`src/rtl/cnorm_accum.sv`:
```
module cnorm_accum #(
  parameter int W   = 14,
  parameter int LEN = 8
) (
  input  logic                                clk,
  input  logic                                rst_n,
  input  logic                                in_valid,
  input  logic                                in_first,
  input  logic                                in_last,
  input  logic                                in_active,
  input  logic signed [W-1:0]                 in_re,
  input  logic signed [W-1:0]                 in_im,
  output logic                                out_valid,
  output logic [2*W+$clog2(LEN):0]            out_norm,
  output logic                                idle_slot
);
  localparam int ACC_W = 2*W + 1 + $clog2(LEN);
  localparam int SQ_W  = 2*W - 1;
  localparam logic [ACC_W-1:0] NORM_MAX = ACC_W'(LEN) << (2*W - 1);

  logic signed [2*W-1:0] sq_re, sq_im;
  logic [SQ_W-1:0]       p_re, p_im;
  logic                  s1_valid, s1_first, s1_last;
  logic [ACC_W-1:0]      acc, sum_next;
  logic                  mul_en;

  assign mul_en    = in_valid & in_active;
  assign idle_slot = ~mul_en;
  assign sq_re     = in_re * in_re;
  assign sq_im     = in_im * in_im;

  always_ff @(posedge clk) begin
    if (!rst_n) begin
      p_re     <= '0;
      p_im     <= '0;
      s1_valid <= 1'b0;
      s1_first <= 1'b0;
      s1_last  <= 1'b0;
    end else begin
      p_re     <= mul_en ? sq_re[SQ_W-1:0] : '0;
      p_im     <= mul_en ? sq_im[SQ_W-1:0] : '0;
      s1_valid <= in_valid;
      s1_first <= in_valid & in_first;
      s1_last  <= in_valid & in_last;
    end
  end

  assign sum_next = (s1_first ? '0 : acc) + ACC_W'(p_re) + ACC_W'(p_im);

  always_ff @(posedge clk) begin
    if (!rst_n) begin
      acc       <= '0;
      out_valid <= 1'b0;
      out_norm  <= '0;
    end else begin
      out_valid <= s1_valid & s1_last;
      if (s1_valid) acc <= sum_next;
      if (s1_valid && s1_last) out_norm <= sum_next;
    end
  end

  assert_result_latency_R3: assert property (@(posedge clk) disable iff (!rst_n)
    in_valid && in_last |-> ##2 out_valid);

  assert_valid_source_R3: assert property (@(posedge clk) disable iff (!rst_n)
    out_valid |-> $past(s1_valid && s1_last));

  assert_gated_product_R5: assert property (@(posedge clk) disable iff (!rst_n)
    !(in_valid && in_active) |=> (p_re == '0 && p_im == '0));

  assert_no_overflow_R9: assert property (@(posedge clk) disable iff (!rst_n)
    out_valid |-> out_norm <= NORM_MAX);
endmodule

```
`config.mk`:
```
export PLATFORM = sky130hd
export DESIGN_NAME = cnorm_accum
export DESIGN_NICKNAME = d
export VERILOG_FILES = /design/src/rtl/cnorm_accum.sv
export SDC_FILE = /design/constraint.sdc
export NUM_CORES = 1
export LEC_CHECK = 0
export BUFFER_PORTS_ARGS = -buffer_cell sky130_fd_sc_hd__buf_2
export CAP_MARGIN = 5
export CORE_MARGIN = 4
export CORE_UTILIZATION = 55
export DETAILED_ROUTE_END_ITERATION = 10
export PLACE_DENSITY = 0.78
export SYNTH_ARGS = -nofsm -noshare
export SYNTH_HDL_FRONTEND = slang
export SYNTH_SLANG_ARGS = --single-unit
```
`constraint.sdc`:
```
create_clock -name clk -period 12.5 [get_ports clk]
set_clock_uncertainty 0.1 [all_clocks]
set_input_delay 0 -clock clk [delete_from_list [all_inputs] [get_ports clk]]
set_output_delay 0 -clock clk [all_outputs]
set_load 0.02 [all_outputs]
```
Word-level counts from Yosys, hierarchy flattened
Index checks and enable logic that the tools add are counted.

cells by class
  $add $sub $neg = 2
  multiply operators = 2
  bitwise operators = 5
  reduce and logical (&&, ||, !) cells = 2
  mux-type cells = 1

operators by type and width
  cell                          number
  adder 32 x 27 -> 32 bit       2
  multiplier 14 x 14 -> 27 bit  2
  two-way mux 32 bit            1
  AND 1 bit                     4
  AND reduction 2 bit           1
  logical AND 1 bit             1
  NOT 1 bit                     1

word-level totals
  output and inout bits = 34
  bits in registers = 122
  input port bits = 34

Depth between registers and ports, before layout
Gate-level depths: netlist of run 1.

  word-level depth = 3
  mapped depth = 25

Least setup slack after synthesis of run 1
No wires, ideal clock.

  path kind = input to register
  from = input port in_re[13]
  to = register p_re[25]
  setup time = 0.127 ns
  cell stages on the path = 21
  data required time = 12.273 ns
  setup slack = 6.629 ns
  arrival = 5.644 ns
  cells stage by stage = clkbuf_1 -> nand2_1 -> fa_1 -> inv_1 -> fa_1 -> inv_1 -> fa_1 -> inv_1 -> fa_1 -> fa_1 -> inv_1 -> fa_1 -> inv_1 -> ha_1 -> and3_1 -> a221oi_1 -> nor2b_1 -> a311oi_1 -> or3_1 -> and4_1 -> or3_1

on the way
  longest elaborated chain between the ends = 1

ends and longest elaborated chain
  element                       line  RTL
  from (decl)                   11    input logic signed [W-1:0] in_re,
  multiplier 14 x 14 -> 27 bit  29    assign sq_re = in_re * in_re;
  to (signal assigned)          40    p_re <= mul_en ? sq_re[SQ_W-1:0] : '0;
  to (decl)                     22    logic [SQ_W-1:0] p_re, p_im;

Every way passes these cells.
A chain may end at the register's enable or synchronous reset.

Worst setup path in the final report of run 1
  from = input port in_re[0]
  to = register p_re[25]

Same word-level chain as after synthesis.

==> impl_metrics.toml, run 1 <==
[run_status]
outcome = "complete, no violations"

[synth]
synth_largest_area_cell = "fa_1"
syn_area_um2 = 19100
ys_types = 65
async_reset_ff_share_pct = 0
synth_edf_count = 0
syn_area_per_cell_um2 = 9.09
synth.most_common_cell = "inv_1"
yosys-top-cells-count = "inv_1 (504), fa_1 (368), nand2_1 (174)"
synthTopCellsByArea = "fa_1 (39%), dfxtp_1 (13%), inv_1 (9.9%)"
synth.top_cell.area_share_pct = 38.6
synth_ff_type = "dfxtp_1"
yosysWarnings = 0
ys_seq_area_share_pct = 12.6
ys_ff_latch = 120
syn_inst = 2099

[cells_and_area]
area_growth_pct = 7.33
antenna_cells = 0
layout-drive-gt1-share_pct = 5.92
nets = 2686

[grt]
grt.overflow.total = 0
grtUsageTotal_pct = 22.4
grt_antenna_before_repair = 0
first_global_vias = 15100
grt_pass1_wl_mm = 70.4
grt_max_degree = 56

[detailed_routing]
detail_route.first_pass.iterations = 5
wl_per_cell_um = 15.6
routed_wl_mm = 40.6
wl_met2_mm = 20.8
top_layer_used = "met4"
dr_total_vias = 13800
drt-met1-wl_mm = 16.7
antenna_left = 0
drt-initial-drc-count = 808
dr_wl_met3_mm = 1.93
route.detailed.drc = 0
via_per_inst = 5.33

[setup_path]
worstSetupStartpoint = "in_re[0]"
crit_required_ns = 12.70
start_kind = "primary input"
crit_fanout = 17
arrival_ns = 6.42
r2r.worst_path.cells = 12
endpoint_kind = "flop"
rr_startpoint = "s1_first$_SDFF_PN0_"
r2r_setup_slack_ns = 8.35
r2r-end = "acc[24]$_SDFFE_PN0P_"
crit_type = "primary input to flop"

[clocking]
cts_resized = 0
htree_levels = 4
insertion_delay_ns = 0.41
cts-buffers-inserted = 17
cts_tree = "done"
cts.sinks = 120
post_cts_buffers = 0
clockBufferDepth = 2
root_buffer = "clkbuf_16"
holdBufCountCts = 10
clkTransAtPathRegs_ns = 0.06

[timing]
hold_violations = 0
post-route-min-period_ns = 6.23
relSlewSlack_pct = 21.5
slew_viol_final = 0
worst_pin_slew_ns = 1.18
timing.fmax_mhz = 161
fin_crit_sh_pct = 49.8
rsz0062_at_grt = "false"
setup_viol = 0
tns_ns = 0

[placed_design]
dp_hpwl_mm = 33.1
globalplace.congestion = 0.882
io_buffer_count = 67

[floorplanning]
die_h_um = 194
io_pins = 68
core_um2 = 33900
die_area_um2 = 37700
die_w_um = 194
rows = 67
initial_core_util_pct = 56.3

[run]
cap_violations = 0

[worst_hold_path]
hold_path_end = "acc[24]$_SDFFE_PN0P_"
hold_path_class = "primary input to flop"
whs_path_depth = 3
hp-start = "rst_n"
-- worst max-delay path, stage by stage --
cell           delay, ns
dlygate4sd3_1       0.54
buf_2               0.30
and2_1              0.23
ha_1                0.34
fa_1                0.76
inv_1               0.18
fa_1                0.51
inv_1               0.05
fa_1                0.49
fa_1                0.49
inv_1               0.05
fa_1                0.49
inv_1               0.04
ha_1                0.31
and3_1              0.26
a221oi_1            0.15
nor2b_1             0.19
a311oi_1            0.07
or3_1               0.41
and4_1              0.21
or3_1               0.34
-- final cells by class --
class | instances | area, um2
clock inverter | 13 | 168
sequential | 120 | 2400
multi-input combinational | 1409 | 14500
timing repair buffer | 81 | 465
fill | 2827 | 13400
tap | 448 | 561
clock buffer | 19 | 453
inverter | 504 | 1890
-- flip-flops by register name (all words and copies together) (netlist names) --
| register | cells |
|---|---|
| acc | 32 |
| out_norm | 32 |
| out_valid | 1 |
| p_im | 26 |
| p_re | 26 |
| s1_first | 1 |
| s1_last | 1 |
| s1_valid | 1 |
-- worst max-delay path by stage --
stage | to | slack, ns | cells after the start
floorplan | p_re[25]$_SDFF_PN0_ | 6.63 | 21
global placement | p_re[25]$_SDFF_PN0_ | 6.23 | 21
detailed placement | p_re[25]$_SDFF_PN0_ | 6.03 | 21
CTS | p_re[25]$_SDFF_PN0_ | 6.31 | 21
global route | p_re[25]$_SDFF_PN0_ | 5.92 | 21
finish | p_re[25]$_SDFF_PN0_ | 6.27 | 21
-- placed cells by master, fill, tap and decap left out, types with 17 or more instances in the layout --
master and instances:
a21oi_1 62, mux2i_1 20, nand2_1 174, xor2_1 35
inv_1 504, xnor2_1 51, dfxtp_1 119, o21ai_0 42
a211oi_1 17, and2_1 82, ha_1 151, fa_1 368
buf_2 67, clkbuf_16 17, nand3_1 27, a21o_1 28
nor2b_1 53, nor2_1 106
-- kinds of logic (layout without fill, tap and decap cells) --
family | Yosys count | in the layout | synth area share, %
other | 1 | 2 | 0.0197
flip-flops | 120 | 120 | 12.6
buffers and inverters | 571 | 617 | 11.3
AO/OA/AOI/OAI | 229 | 229 | 8.02
adder cells (fa/ha/maj) | 519 | 519 | 48.5
AND/OR/NAND/NOR | 549 | 549 | 14.3
multiplexers | 24 | 24 | 1.29
XOR/XNOR | 86 | 86 | 3.95
-- routing by layer --
| layer | vias up | global-route usage, % |
|---|---|---|
| li1 | 6498 | - |
| met1 | 6894 | 29.0 |
| met2 | 346 | 39.5 |
| met3 | 87 | 2.94 |
| met4 | 0 | 6.69 |
| met5 | - | 0 |
-- per-stage QoR --
step	cell area [um2]	util, %	hold WS [ns]	worst slack, ns	cells
3_3_place_gp	19700	58.3	0.140	6.23	2552
3_5_place_dp	19700	58.3	0.140	6.03	2552
4_1_cts	20500	60.4	0.166	6.31	2594
5_1_grt	20500	60.4	0.242	5.92	2594
2_1_floorplan	19100	-	0.0166	6.63	2100
6_report	20500	60.4	0.201	6.27	2594
Power of run 1 is left out: the tool's default activity adds up to more than one toggle a clock period on the data nets, which glitch-free logic cannot reach.
==> run 2, diff against run 1 <==
--- a/config.mk
+++ b/config.mk
@@ -5,12 +5,13 @@
 export SDC_FILE = /design/constraint.sdc
 export NUM_CORES = 1
 export LEC_CHECK = 0
+export ABC_AREA = 1
 export BUFFER_PORTS_ARGS = -buffer_cell sky130_fd_sc_hd__buf_2
 export CAP_MARGIN = 5
 export CORE_MARGIN = 4
 export CORE_UTILIZATION = 55
 export DETAILED_ROUTE_END_ITERATION = 10
-export PLACE_DENSITY = 0.78
+export PLACE_DENSITY = 0.81
 export SYNTH_ARGS = -nofsm -noshare
 export SYNTH_HDL_FRONTEND = slang
 export SYNTH_SLANG_ARGS = --single-unit
==> constraint.sdc (replaced) <==
create_clock -name clk -period 5.3 [get_ports clk]
set_clock_uncertainty 0.1 [all_clocks]
set_input_delay 0 -clock clk [delete_from_list [all_inputs] [get_ports clk]]
set_output_delay 0 -clock clk [all_outputs]
set_load 0.02 [all_outputs]
==> impl_metrics.toml, run 2 <==
[run_status]
outcome = "complete, no violations"

[cells_and_area]
final_cell_mix = "inv_1 (810), nand2_1 (637), fa_1 (368)"
antenna_cells = 0
num-fill-cells = 3258
area_growth_pct = 9.93
final-seq-area_um2 = 2400
reg_top3 = "acc: 32 flops, out_norm: 32 flops"
layout_commonest_cell = "inv_1"
multiInputGateArea_um2 = 15100
nets = 3480
layout-drive-gt1-share_pct = 7.48

[grt]
first_global_vias = 18300
grt.overflow.total = 0
grt_pass1_wl_mm = 86.2
grt_antenna_before_repair = 0
grtUsageTotal_pct = 25.5
grt_max_degree = 45

[clocking]
cts_tree = "done"
cts-buffers-inserted = 17
cts.sinks = 120
clockBufferDepth = 2
htree_levels = 4
root_buffer = "clkbuf_16"
insertion_delay_ns = 0.42
clkTransAtPathRegs_ns = 0.06
post_cts_buffers = 0

[synth]
synthTopCellsByArea = "fa_1 (36%), inv_1 (15%), dfxtp_1 (12%)"
syn_area_um2 = 20700
ys_seq_area_share_pct = 11.6
synth.most_common_cell = "inv_1"
ys_types = 36
synth.top_cell.area_share_pct = 35.5
syn_area_per_cell_um2 = 7.35
yosysWarnings = 0
syn_inst = 2822
ys_ff_latch = 120
async_reset_ff_share_pct = 0
yosys-top-cells-count = "inv_1 (811), nand2_1 (640), fa_1 (368)"
synth_ff_type = "dfxtp_1"
synth_edf_count = 0
synth_largest_area_cell = "fa_1"

[detailed_routing]
detail_route.first_pass.iterations = 6
routed_wl_mm = 50.8
dr_total_vias = 17600
route.detailed.drc = 0
wl_per_cell_um = 14.8
antenna_left = 0
drt-initial-drc-count = 1263
via_per_inst = 5.12

[placed_design]
dp_hpwl_mm = 43.9
globalplace.congestion = 0.991
io_buffer_count = 67

[worst_hold_path]
hold_path_class = "primary input to flop"
hold_path_end = "p_im[0]$_SDFF_PN0_"
whs_path_depth = 3
hp-start = "in_im[0]"

[timing]
post-route-min-period_ns = 5.04
hold_violations = 0
fin_crit_sh_pct = 95.2
timing.fmax_mhz = 198
worst_pin_slew_ns = 1.15
setup_viol = 0
rsz0062_at_grt = "true"
slew_viol_final = 0
relSlewSlack_pct = 23.5
fin_hold_ws_ns = 0.0609

[setup_path]
crit_fanout = 4
crit_required_ns = 5.53
r2r_setup_slack_ns = 1.56
arrival_ns = 5.27
endpoint_kind = "flop"
crit_type = "primary input to flop"
rr_startpoint = "s1_first$_SDFF_PN0_"
start_kind = "primary input"
r2r.worst_path.cells = 16
r2r-end = "out_norm[21]$_SDFFE_PN0P_"

[floorplanning]
die_h_um = 202
die_area_um2 = 40900
core_um2 = 36900
io_pins = 68
rows = 70
die_w_um = 202
initial_core_util_pct = 56.3

[run]
cap_violations = 0
[run 2: changes by cell type after synthesis, moves of 22 or more]
cell,before,now
a21o_1,28,6
a21oi_1,62,121
nor2b_1,53,0
and2_1,82,0
nand3_1,27,115
inv_1,504,811
xnor2_1,51,17
nand2_1,174,640
nor2_1,106,227
[run 2: worst max path at each step]
stage | cells past startpoint | from | slack [ns] | end
3_3_place_gp | 21 | in_im[3] | -0.08 | p_im[16]$_SDFF_PN0_
5_1_grt | 22 | in_re[0] | -0.03 | p_re[23]$_SDFF_PN0_
3_5_place_dp | 21 | in_im[3] | -0.16 | p_im[16]$_SDFF_PN0_
2_1_floorplan | 24 | in_im[13] | 0.03 | p_im[23]$_SDFF_PN0_
6_report | 21 | in_re[0] | 0.26 | p_re[14]$_SDFF_PN0_
4_1_cts | 23 | in_re[0] | 0.12 | p_re[23]$_SDFF_PN0_
[run 2: through the flow]
stage / worst slack, ns / TNS [ns] / std cells / utilization [%] / area (um2)
finish: 0.257 / 0 / 3444 / 61.9 / 22800
global route: -0.0309 / -0.118 / 3444 / 61.9 / 22800
global placement: -0.0847 / -0.141 / 3402 / 59.7 / 22000
CTS: 0.124 / 0 / 3444 / 61.6 / 22700
floorplan: 0.0252 / 0 / 2823 / - / 20800
detailed placement: -0.157 / -0.390 / 3402 / 59.7 / 22000
[run 2: routing by layer]
layer	track usage, %	routed length [um]
met5	0	0
met4	6.18	1090
met3	2.89	2980
met2	44.6	25100
met1	34.1	21700
[run 2: critical path: stages]
cell           delay [ns]
dlygate4sd3_1        0.54
buf_2                0.17
nand2_1              0.07
inv_1                0.09
fa_1                 0.51
inv_1                0.05
fa_1                 0.53
inv_1                0.05
fa_1                 0.48
fa_1                 0.50
fa_1                 0.48
inv_1                0.05
fa_1                 0.50
inv_1                0.07
ha_4                 0.29
nand2_1              0.08
nor2_2               0.22
o21ai_1              0.16
nand3_2              0.12
o21ai_0              0.08
a21oi_1              0.23
[run 2: area by class of cell]
class                           instances  area share (%)
Clock inverter                         14           0.768
Timing Repair Buffer                  144            4.24
Clock buffer                           18            1.88
Multi-Input combinational cell       1826            66.3
Sequential cell                       120            10.5
Tap cell                              504            2.76
Inverter                              818            13.5
[run 2: cells by family after synthesis]
kind of cell,Yosys count,synth area share (%)
fa+ha+maj,519,44.6
xor+xnor,33,1.39
buf+inv,877,16.0
other cells,1,0.0181
simple gates,1042,20.3
flops,120,11.6
compound gates,230,6.06
[run 2: what timing repair did]
item,CTS,global route
hold buffers,10,0
setup endpoints to repair,0,16
hold endpoints to repair,23,0
resized for setup,0,30
Power of run 2 is left out for the same reason.
==> run 3, diff against run 2 <==
--- a/config.mk
+++ b/config.mk
@@ -12,6 +12,7 @@
 export CORE_UTILIZATION = 55
 export DETAILED_ROUTE_END_ITERATION = 10
 export PLACE_DENSITY = 0.81
+export REMOVE_ABC_BUFFERS = 1
 export SYNTH_ARGS = -nofsm -noshare
 export SYNTH_HDL_FRONTEND = slang
 export SYNTH_SLANG_ARGS = --single-unit
==> constraint.sdc (replaced) <==
create_clock -name clk -period 4.3 [get_ports clk]
set_clock_uncertainty 0.1 [all_clocks]
set_input_delay 0 -clock clk [delete_from_list [all_inputs] [get_ports clk]]
set_output_delay 0 -clock clk [all_outputs]
set_load 0.02 [all_outputs]
==> impl_metrics.toml, run 3 (same netlist as run 2, synthesis figures left out) <==
[grt]
grt.overflow.total = 0
grt_antenna_before_repair = 1
grtUsageTotal_pct = 28.5
grt_pass1_wl_mm = 96.3
grt_max_degree = 45
first_global_vias = 20000

[detailed_routing]
route.detailed.drc = 0
antenna_left = 0
dr_total_vias = 19400
detail_route.first_pass.iterations = 8
via_per_inst = 5.28
routed_wl_mm = 61.7
wl_per_cell_um = 16.8
drt-initial-drc-count = 1494

[placed_design]
dp_hpwl_mm = 45.7
globalplace.congestion = 0.979
io_buffer_count = 67
dp.cells = 3606

[cells_and_area]
area_growth_pct = 29.5
layoutNonFillerInstCount = 3683
final_cell_mix = "inv_1 (724), nand2_1 (538), fa_1 (349)"
num-fill-cells = 2502
reg_top3 = "acc: 32 flops, out_norm: 32 flops"
layout-drive-gt1-share_pct = 25.8
utilization_pct = 72.9
layout_commonest_cell = "inv_1"
nets = 3718

[timing]
rsz0062_at_grt = "true"
slew_viol_final = 0
relSlewSlack_pct = 19.1
fin_crit_sh_pct = 109
setup_ws_ns = -0.396
tns_ns = -7.73
hold_violations = 0
fin_hold_ws_ns = 0.0146
worst_pin_slew_ns = 1.21
setup_viol = 35
timing.fmax_mhz = 213
post-route-min-period_ns = 4.70

[setup_path]
endpoint_kind = "flop"
crit_type = "primary input to flop"
rr_startpoint = "s1_first$_SDFF_PN0_"
r2r_setup_slack_ns = 0.84
crit_fanout = 10
arrival_ns = 4.92
worstSetupStartpoint = "in_im[9]"
crit_required_ns = 4.53
start_kind = "primary input"

[floorplanning]
io_pins = 68
core_um2 = 36900
die_h_um = 202
die_w_um = 202
die_area_um2 = 40900
rows = 70
initial_core_util_pct = 56.3

[run_status]
outcome = "finished, violations left"
violations = "negative setup slack"

[clocking]
cts_tree = "done"
insertion_delay_ns = 0.43
clockBufferDepth = 2
cts.sinks = 120
htree_levels = 4
root_buffer = "clkbuf_16"
cts-buffers-inserted = 17
clkTransAtPathRegs_ns = 0.06

[worst_hold_path]
hold_path_class = "primary input to flop"
hp-start = "in_re[1]"

[run]
cap_violations = 0
## run 3: cell types whose count changed in the layout (fill, tap and decap cells not counted), sizes merged, moves of 2 or more
cell / previous run / this run
bufinv: 3 / 1
clkinvlp: 3 / 5
clkinv: 7 / 0
inv: 819 / 827
buf: 134 / 374
dlygate4sd3: 10 / 7
## run 3: metrics by stage
stage	cell area (um2)	setup WS (ns)
2_1_floorplan	20500	-0.557
3_3_place_gp	23500	-1.12
3_5_place_dp	23500	-1.25
4_1_cts	25900	-0.304
5_1_grt	26900	-0.560
6_report	26900	-0.396
## run 3: worst paths after layout
path,end,cells after the start
worst max-delay path,p_im[20]$_SDFF_PN0_,25
worst min-delay path,p_re[2]$_SDFF_PN0_,5
worst max register to register,out_norm[28]$_SDFFE_PN0P_,14
worst min register to register,acc[1]$_SDFFE_PN0P_,2
## run 3: layout make-up
class	instances	area, um2	share of cell area [%]
Multi-Input combinational cell	1826	16900	63.0
Clock buffer	17	425	1.58
Clock inverter	15	159	0.591
Antenna cell	1	2.50	0.00931
Inverter	818	3110	11.6
Sequential cell	120	2400	8.94
Timing Repair Buffer	382	3210	11.9
Tap cell	504	631	2.35
## run 3: metal layers
metal	track usage [%]	share of wire [%]
met4	9.12	4.4
met5	0	0
met1	36.5	39
met2	50.7	50
met3	3.39	6.7
## run 3: what timing repair did
action	in CTS	in global routing
gates cloned	1	1
setup buffers	24	14
resized for setup	392	248
hold buffers	7	0
setup endpoints to repair	35	37
endpoints found under the hold margin	20	0
pin swaps	152	150
## run 3: worst max-delay path, stage by stage
cell	delay (ns)
buf_12	0.13
nand2_4	0.08
inv_2	0.04
fa_1	0.55
inv_2	0.04
fa_1	0.55
inv_2	0.07
fa_1	0.51
fa_2	0.45
fa_1	0.50
inv_1	0.07
fa_2	0.53
inv_2	0.04
ha_4	0.32
buf_12	0.12
nand2_8	0.06
nor2_4	0.14
buf_4	0.14
nand2_1	0.07
nand2_1	0.10
nand2_1	0.11
nand3_2	0.10
nand2_1	0.06
nand2_1	0.07
nor2_1	0.05
Power of run 3 is left out for the same reason.
